===== config.mk =====
export PLATFORM = sky130hd
export DESIGN_NAME = alu8_core
export DESIGN_NICKNAME = d
export VERILOG_FILES = /design/src/rtl/alu8_pkg.sv /design/src/rtl/alu8_byte_unit.sv /design/src/rtl/alu8_word_unit.sv /design/src/rtl/alu8_core.sv
export SDC_FILE = /design/constraint.sdc
export NUM_CORES = 1
export LEC_CHECK = 0
export ABC_AREA = 1
export ABC_CLOCK_PERIOD_IN_PS = 800
export CORE_AREA = 2 2 113 198
export CTS_BUF_LIST = sky130_fd_sc_hd__clkbuf_16
export CTS_CLUSTER_SIZE = 10
export DETAILED_ROUTE_END_ITERATION = 8
export DIE_AREA = 0 0 115 200
export DONT_BUFFER_PORTS = 1
export HOLD_SLACK_MARGIN = 0.02
export PLACE_DENSITY = 0.81
export SLEW_MARGIN = 10
export SYNTH_ARGS = -nofsm -noshare
export SYNTH_HDL_FRONTEND = slang
export SYNTH_HIERARCHICAL = 1
export SYNTH_SLANG_ARGS = --single-unit

===== constraint.sdc =====
create_clock -name clk -period 0.8 [get_ports clk]
set_input_delay 0.04 -clock clk [delete_from_list [all_inputs] [get_ports clk]]
set_output_delay 0.04 -clock clk [all_outputs]
set_load 0.01 [all_outputs]

===== src/rtl/alu8_pkg.sv =====
package alu8_pkg;

  typedef enum logic [4:0] {
    OP_ADC  = 5'd0,
    OP_SBC  = 5'd1,
    OP_CMP  = 5'd2,
    OP_AND  = 5'd3,
    OP_OR   = 5'd4,
    OP_XOR  = 5'd5,
    OP_ASL  = 5'd6,
    OP_LSR  = 5'd7,
    OP_ROL  = 5'd8,
    OP_ROR  = 5'd9,
    OP_XCN  = 5'd10,
    OP_INC  = 5'd11,
    OP_DEC  = 5'd12,
    OP_ADDW = 5'd13,
    OP_SUBW = 5'd14,
    OP_CMPW = 5'd15,
    OP_INCW = 5'd16,
    OP_DECW = 5'd17,
    OP_MUL  = 5'd18,
    OP_DIV  = 5'd19
  } alu_op_e;

  // Status byte bit positions; neighbouring logic decodes these.
  localparam int PSW_N = 7;
  localparam int PSW_V = 6;
  localparam int PSW_P = 5;
  localparam int PSW_B = 4;
  localparam int PSW_H = 3;
  localparam int PSW_I = 2;
  localparam int PSW_Z = 1;
  localparam int PSW_C = 0;

endpackage


===== src/rtl/alu8_byte_unit.sv =====
module alu8_byte_unit
  import alu8_pkg::*;
#(
  parameter int DW = 8
) (
  input  logic [4:0]    op,
  input  logic [DW-1:0] a,
  input  logic [DW-1:0] b,
  input  logic          cin,
  output logic [DW-1:0] res,
  output logic          n_o,
  output logic          z_o,
  output logic          c_o,
  output logic          v_o,
  output logic          h_o,
  output logic          upd_nz,
  output logic          upd_c,
  output logic          upd_vh
);
  localparam int HB = DW / 2;

  logic [DW:0]   sum, dif, cmpd;
  logic [DW-1:0] fsrc;
  logic          v_add, h_add, v_sub, h_sub;

  assign sum  = {1'b0, a} + {1'b0, b} + {{DW{1'b0}}, cin};
  assign dif  = {1'b0, a} - {1'b0, b} - {{DW{1'b0}}, ~cin};
  assign cmpd = {1'b0, a} - {1'b0, b};

  assign v_add = (a[DW-1] ^ sum[DW-1]) & (b[DW-1] ^ sum[DW-1]);
  assign h_add = a[HB] ^ b[HB] ^ sum[HB];
  assign v_sub = (a[DW-1] ^ dif[DW-1]) & (a[DW-1] ^ b[DW-1]);
  assign h_sub = a[HB] ^ b[HB] ^ dif[HB];

  always_comb begin
    res    = a;
    fsrc   = a;
    c_o    = cin;
    v_o    = 1'b0;
    h_o    = 1'b0;
    upd_nz = 1'b1;
    upd_c  = 1'b0;
    upd_vh = 1'b0;
    case (op)
      OP_ADC: begin
        res = sum[DW-1:0]; c_o = sum[DW]; v_o = v_add; h_o = h_add;
        upd_c = 1'b1; upd_vh = 1'b1;
      end
      OP_SBC: begin
        res = dif[DW-1:0]; c_o = ~dif[DW]; v_o = v_sub; h_o = h_sub;
        upd_c = 1'b1; upd_vh = 1'b1;
      end
      OP_CMP: begin
        fsrc = cmpd[DW-1:0]; c_o = ~cmpd[DW]; upd_c = 1'b1;
      end
      OP_AND: res = a & b;
      OP_OR:  res = a | b;
      OP_XOR: res = a ^ b;
      OP_ASL: begin res = {a[DW-2:0], 1'b0}; c_o = a[DW-1]; upd_c = 1'b1; end
      OP_LSR: begin res = {1'b0, a[DW-1:1]}; c_o = a[0];    upd_c = 1'b1; end
      OP_ROL: begin res = {a[DW-2:0], cin};  c_o = a[DW-1]; upd_c = 1'b1; end
      OP_ROR: begin res = {cin, a[DW-1:1]};  c_o = a[0];    upd_c = 1'b1; end
      OP_XCN: res = {a[HB-1:0], a[DW-1:HB]};
      OP_INC: res = a + DW'(1);
      OP_DEC: res = a - DW'(1);
      default: upd_nz = 1'b0;
    endcase
    if (op != OP_CMP) fsrc = res;
  end

  assign n_o = fsrc[DW-1];
  assign z_o = (fsrc == '0);

endmodule


===== src/rtl/alu8_word_unit.sv =====
module alu8_word_unit
  import alu8_pkg::*;
#(
  parameter int DW = 8
) (
  input  logic [4:0]      op,
  input  logic [2*DW-1:0] pair,
  input  logic [2*DW-1:0] opw,
  input  logic [DW-1:0]   b,
  input  logic            cin,
  output logic [2*DW-1:0] res,
  output logic            n_o,
  output logic            z_o,
  output logic            c_o,
  output logic            v_o,
  output logic            upd_nz,
  output logic            upd_c,
  output logic            upd_v,
  output logic            err
);
  localparam int WW = 2 * DW;

  logic [WW:0]   wsum, wdif;
  logic [WW-1:0] prod, fsrc;
  logic [DW-1:0] divisor, quo, rem;
  logic          div_zero, byte_nz;

  assign wsum     = {1'b0, pair} + {1'b0, opw};
  assign wdif     = {1'b0, pair} - {1'b0, opw};
  assign prod     = WW'(pair[DW-1:0]) * WW'(b);
  assign div_zero = (b == '0);
  // Substitute divisor keeps the divider free of X when b is zero.
  assign divisor  = div_zero ? DW'(1) : b;
  assign quo      = pair[DW-1:0] / divisor;
  assign rem      = pair[DW-1:0] % divisor;

  always_comb begin
    res     = pair;
    fsrc    = pair;
    c_o     = cin;
    v_o     = 1'b0;
    upd_nz  = 1'b1;
    upd_c   = 1'b0;
    upd_v   = 1'b0;
    err     = 1'b0;
    byte_nz = 1'b0;
    case (op)
      OP_ADDW: begin
        res = wsum[WW-1:0]; c_o = wsum[WW];
        v_o = (pair[WW-1] ^ wsum[WW-1]) & (opw[WW-1] ^ wsum[WW-1]);
        upd_c = 1'b1; upd_v = 1'b1;
      end
      OP_SUBW: begin
        res = wdif[WW-1:0]; c_o = ~wdif[WW];
        v_o = (pair[WW-1] ^ wdif[WW-1]) & (pair[WW-1] ^ opw[WW-1]);
        upd_c = 1'b1; upd_v = 1'b1;
      end
      OP_CMPW: begin fsrc = wdif[WW-1:0]; c_o = ~wdif[WW]; upd_c = 1'b1; end
      OP_INCW: res = pair + WW'(1);
      OP_DECW: res = pair - WW'(1);
      OP_MUL:  res = prod;
      OP_DIV: begin
        if (div_zero) begin
          err = 1'b1; upd_nz = 1'b0;
        end else begin
          res = {rem, quo}; byte_nz = 1'b1;
        end
      end
      default: upd_nz = 1'b0;
    endcase
    if (op != OP_CMPW) fsrc = res;
  end

  assign n_o = byte_nz ? quo[DW-1] : fsrc[WW-1];
  assign z_o = byte_nz ? (quo == '0) : (fsrc == '0);

endmodule


===== src/rtl/alu8_core.sv =====
module alu8_core
  import alu8_pkg::*;
#(
  parameter int DW = 8
) (
  input  logic            clk,
  input  logic            rst_n,
  input  logic            start,
  input  logic [4:0]      op,
  input  logic [DW-1:0]   dst,
  input  logic [DW-1:0]   src,
  input  logic [2*DW-1:0] pair,
  input  logic [7:0]      psw_in,
  output logic            valid,
  output logic [DW-1:0]   res_lo,
  output logic [DW-1:0]   res_hi,
  output logic [7:0]      psw_out,
  output logic            div_err
);
  localparam int WW = 2 * DW;

  logic [DW-1:0] b_res;
  logic          b_n, b_z, b_c, b_v, b_h, b_unz, b_uc, b_uvh;
  logic [WW-1:0] w_res;
  logic          w_n, w_z, w_c, w_v, w_unz, w_uc, w_uv, w_err;
  logic          word_sel;

  logic [DW-1:0] lo_nx, hi_nx, lo_q, hi_q;
  logic [7:0]    psw_nx, psw_q;
  logic          err_nx, err_q, valid_q;

  alu8_byte_unit #(.DW(DW)) u_byte (
    .op(op), .a(dst), .b(src), .cin(psw_in[PSW_C]), .res(b_res),
    .n_o(b_n), .z_o(b_z), .c_o(b_c), .v_o(b_v), .h_o(b_h),
    .upd_nz(b_unz), .upd_c(b_uc), .upd_vh(b_uvh)
  );

  alu8_word_unit #(.DW(DW)) u_word (
    .op(op), .pair(pair), .opw({src, dst}), .b(src), .cin(psw_in[PSW_C]),
    .res(w_res), .n_o(w_n), .z_o(w_z), .c_o(w_c), .v_o(w_v),
    .upd_nz(w_unz), .upd_c(w_uc), .upd_v(w_uv), .err(w_err)
  );

  assign word_sel = (op >= OP_ADDW) && (op <= OP_DIV);

  // Next-state: choose a unit, then merge its flag updates into the status byte.
  always_comb begin
    psw_nx = psw_in;
    if (word_sel) begin
      lo_nx  = w_res[DW-1:0];
      hi_nx  = w_res[WW-1:DW];
      err_nx = w_err;
      if (w_unz) begin psw_nx[PSW_N] = w_n; psw_nx[PSW_Z] = w_z; end
      if (w_uc)  psw_nx[PSW_C] = w_c;
      if (w_uv)  psw_nx[PSW_V] = w_v;
    end else begin
      lo_nx  = b_res;
      hi_nx  = '0;
      err_nx = 1'b0;
      if (b_unz) begin psw_nx[PSW_N] = b_n; psw_nx[PSW_Z] = b_z; end
      if (b_uc)  psw_nx[PSW_C] = b_c;
      if (b_uvh) begin psw_nx[PSW_V] = b_v; psw_nx[PSW_H] = b_h; end
    end
  end

  always_ff @(posedge clk or negedge rst_n) begin
    if (!rst_n) begin
      valid_q <= 1'b0;
      lo_q    <= '0;
      hi_q    <= '0;
      psw_q   <= '0;
      err_q   <= 1'b0;
    end else begin
      valid_q <= start;
      if (start) begin
        lo_q  <= lo_nx;
        hi_q  <= hi_nx;
        psw_q <= psw_nx;
        err_q <= err_nx;
      end
    end
  end

  assign valid   = valid_q;
  assign res_lo  = lo_q;
  assign res_hi  = hi_q;
  assign psw_out = psw_q;
  assign div_err = err_q;

endmodule


==> reports/qor.txt, run 1 <==
FP Rows = 71
Die W = 115 um
clock sinks = 26
port bufs = 0
Syn Inst Count = 2,025
initial core utilization = 54.5%
Mean Syn Cell Area = 5.74 um2
worst_ep grt = psw_out[1]$_DFFE_PN0P_/D
Mapped Area = 11,600 um2
Err = [ERROR GRT-0232] Routing congestion too high. Check the congestion heatmap in the GUI.
synth unique cells = 53
root buf cell = clkbuf_16
dpl hpwl = 44,100 um
syn nets = 2,265
top_reg_cell synth = dfrtp_1
CTS Buffer Depth = 2
status = stopped before the end
register area share after synthesis = 5.60%
largest net degree at the start of global routing = 28
Worst endpoint type = sequential cell input
GPL Wtd Cong = 1.13
number of synthesized flops with an enable pin = 0
number of CTS-inserted buffers = 3
IO Pins = 74
flops & latches, synth = 26
ranking of synthesized cells by area = nand2_1 19%, ha_1 16%, inv_1 11%
grt ovf = 167
H-tree depth = 1
synthesis warning total = 6
Post-synth ARST share = 100%
Fail Step = global routing
Synth top area share = 18.8%
Yosys top cell by area = nand2_1
GRT Total Usage = 67.0%
DIE HEIGHT = 200 um
## cell families after synthesis
logic type / after synthesis / synth area share (%)
buf+inv: 418 / 14.3
fa+ha+maj: 192 / 23.5
simple gates: 1104 / 42.0
compound gates: 250 / 12.0
flops: 26 / 5.60
xor+xnor: 35 / 2.64
## repair_timing
item,4_1_cts
buffers inserted,37
hold endpoints to repair,52
hold buffers,5
gates cloned,0
setup endpoints to repair,35
pin swaps,78
resized for setup,118
## synthesized netlist by cell type, types with 9 or more instances
master / n
o21ai_1: 12
nor3_1: 17
clkbuf_1: 15
nand2_1: 581
a21oi_1: 115
ha_1: 148
inv_1: 353
buf_2: 16
o21bai_1: 12
o21ai_0: 73
nand3b_1: 17
nand2_4: 9
nand4_1: 45
and2_1: 9
xor2_1: 22
nor2_1: 184
xnor2_1: 13
dfrtp_1: 26
fa_1: 44
nand3_1: 198
inv_2: 18
nor2_2: 10
## per-stage QoR
step	utilization (%)	cells	area, um2	worst slack [ns]	setup TNS, ns
after floorplan	-	2025	12200	-7.40	-106.30
after global placement	75.1	2731	16000	-7.91	-114.96
after detailed placement	75.1	2731	16000	-8.22	-119.31
after CTS	79.2	2775	16900	-7.53	-109.36
## routing by layer
metal  overflow  global-route usage (%)
met4         63                    78.1
met2         99                    94.0
met1          3                    60.6
met3          2                    40.4
met5          0                    7.33
==> run 2: changes to the inputs <==
- CORE_AREA: 2 2 113 198 -> 2 2 174 176
- CTS_BUF_LIST: sky130_fd_sc_hd__clkbuf_16 -> unset
- CTS_CLUSTER_SIZE: 10 -> unset
- DIE_AREA: 0 0 115 200 -> 0 0 176 178
- HOLD_SLACK_MARGIN: 0.02 -> unset
- PLACE_DENSITY: 0.81 -> unset
- PLACE_DENSITY_LB_ADDON: unset -> 0.15
==> run 2 against run 1 <==
  * The flow now finishes, with violations (negative hold slack, negative setup slack)
  * Synthesized cell count unchanged
  * Synthesized area unchanged
==> reports/qor.txt, run 2 <==
Syn Inst Count = 2,025
area delta synth->final = 55.1%
GRT Total Usage = 32.0%
clock-pin slew on the worst setup and hold paths = 0.07 ns
Clock Skew = 0 ns
worst-skew pair later-pin latency = 0.26 ns
Mapped Area = 11,600 um2
FP Rows = 63
setup TNS = -111.33 ns
DP Area = 16,200 um2
register area share after synthesis = 5.60%
ranking of synthesized cells by area = nand2_1 19%, ha_1 16%, inv_1 11%
via count = 15,415
RSZ-0062 raised after global routing = yes
Synth top area share = 18.8%
layout cells sized above 1 = 36.7%
Final nets = 2,802
reg2reg path depth = 3
design area = 18,000 um2
critical-path maximum fanout = 15
CP peak stage delay = 0.29 ns
DIE HEIGHT = 178 um
Worst setup EP type = flip-flop
fin util = 61.3%
CP startpoint kind = input port
Final Hold Viols = 23
wl on met1 = 22,100 um
FILL cells = 2,783
Post-synth ARST share = 100%
first-pass GRT wire length = 78,300 um
number of remaining DRC errors = 0
port bufs = 0
grt ovf = 0
CP Capture Point = psw_out[1]
Peak Freq = 0.118 GHz
Final Max Slew Viols = 0
vias per cell = 5.22
slowest CP cell = ha_4
WL met2 = 24,100 um
placed cell count = 2,871
Crit path required time = 1.00 ns
WL/cell = 17.6 um
reg-to-reg startpoint = res_hi[4]
Initial DRC Count = 1,292
number of synthesized flops with an enable pin = 0
violated checks = negative hold slack, negative setup slack
peak supply drop = 1000 uV
final wirelength = 51,800 um
number of CTS-inserted buffers = 3
largest net degree at the start of global routing = 28
CP Depth = 72
TritonCTS clock tree = yes
status = finished, violations left
highest metal used = met5
Yosys top cell by area = nand2_1
top_reg_cell synth = dfrtp_1
Final ANT Viol Nets = 0
IO Pins = 74
area of the multi-input gates = 10,800 um2
register area = 651 um2
Hold Slack = -0.191 ns
Layout Cells excl Fill = 2,952
maximum capacitance violations = 0
Crit Path Category = in -> reg
routed wl met3 = 3730 um
GPL Wtd Cong = 1.02
initial antenna violation count = 2
clock sinks = 26
pwr/cell area = 1160 nW/um2
drt first pass iters = 6
R2R Path End = res_hi[4]
critical path data arrival time = 8.69 ns
Die W = 176 um
Core Footprint = 29,400 um2
Final WS setup = -7.70 ns
syn nets = 2,265
Critical Path Source = src[1]
synthesis warning total = 6
initial core utilization = 39.5%
H-tree depth = 1
crit path buf inv count = 10
final count of negative-setup-slack endpoints = 36
Mean Syn Cell Area = 5.74 um2
root buf cell = clkbuf_16
Hold Path Class = in -> reg
r2r setup slk = 0.03 ns
min cycle time layout = 8.50 ns
most frequent cell after synthesis = nand2_1
family with the most delay on the worst path = simple AND/OR/NAND/NOR gates
Leak = 9.94 nW
Setup WS pre-CTS = -8.15 ns
worst hold start = start
dpl hpwl = 40,800 um
most frequent cells after synthesis = 581 x nand2_1, 353 x inv_1, 198 x nand3_1, 184 x nor2_1, 148 x ha_1
actual slew at the worst max-slew pin = 0.588 ns
most frequent cells in the layout = 525 x buf_4, 508 x nand2_1, 302 x inv_1
Top cell by count, worst path = nand2_1
vias in the first global route = 14,540
CTS Hold Bufs = 5
CTS Buffer Depth = 2
period utilization = 1060%
Relative slew margins = 60.7%
synth unique cells = 53
die area = 31,300 um2
flops & latches, synth = 26
most common cell after layout, fill and taps aside = buf_4
[run 2: cell counts after synthesis]
Identical to the previous run, type by type.
[run 2: cells by family (layout without fill, tap and decap cells)]
kind of cell	Yosys count	count (layout)	share of synthesized area, %
AOI/OAI and AO/OA	250	250	12.0
xor gates and xnor gates	35	35	2.64
adders and majority gates	192	192	23.5
buffers and inverters	418	953	14.3
DFF	26	26	5.60
other	0	1	0
and+or+nand+nor	1104	1105	42.0
[run 2: timing repair]
action | in CTS | in global routing
gates resized for setup | 132 | 171
cloned | 1 | 0
endpoints found under the setup margin | 36 | 36
setup buffers | 50 | 28
pin swaps | 92 | 91
endpoints found under the hold margin | 52 | 23
[run 2: report_power, final]
group	switching, W	internal (W)
registers	0.000153	0.00146
logic	0.00953	0.00860
clock network	0.000453	0.000765
total	0.0101	0.0108
[run 2: final cells by class]
type / instances / share of cell area, %
sequential: 26 / 3.61
tap: 390 / 2.71
multi-input combinational: 1582 / 60.2
timing repair buffer: 574 / 25.0
inverter: 375 / 7.98
antenna: 1 / 0.0139
clock buffer: 4 / 0.493
[run 2: per-stage QoR]
step / total power, W / hold slack (ns)
finish: 0.0210 / -0.191
global route: 0.0227 / -0.200
CTS: 0.0190 / -0.192
detailed placement: 0.0168 / -0.255
global placement: 0.0166 / -0.255
floorplan: 0.0105 / -0.256
[run 2: layer usage]
layer  GRT usage (%)  vias up
li1                -     7515
met5               0        -
met1            42.7     7174
met3            3.58      120
met2            55.2      604
met4            7.89        2
[run 2: worst min-delay path by stage]
stage,end,slack [ns],cells past startpoint
after global routing,valid,-0.20,0
after floorplan,div_err,-0.26,0
after detailed placement,psw_out[5],-0.26,0
after global placement,psw_out[5],-0.26,0
after CTS,valid,-0.19,0
final,valid,-0.19,0
Note: power is estimated with default switching activity, not from simulation.
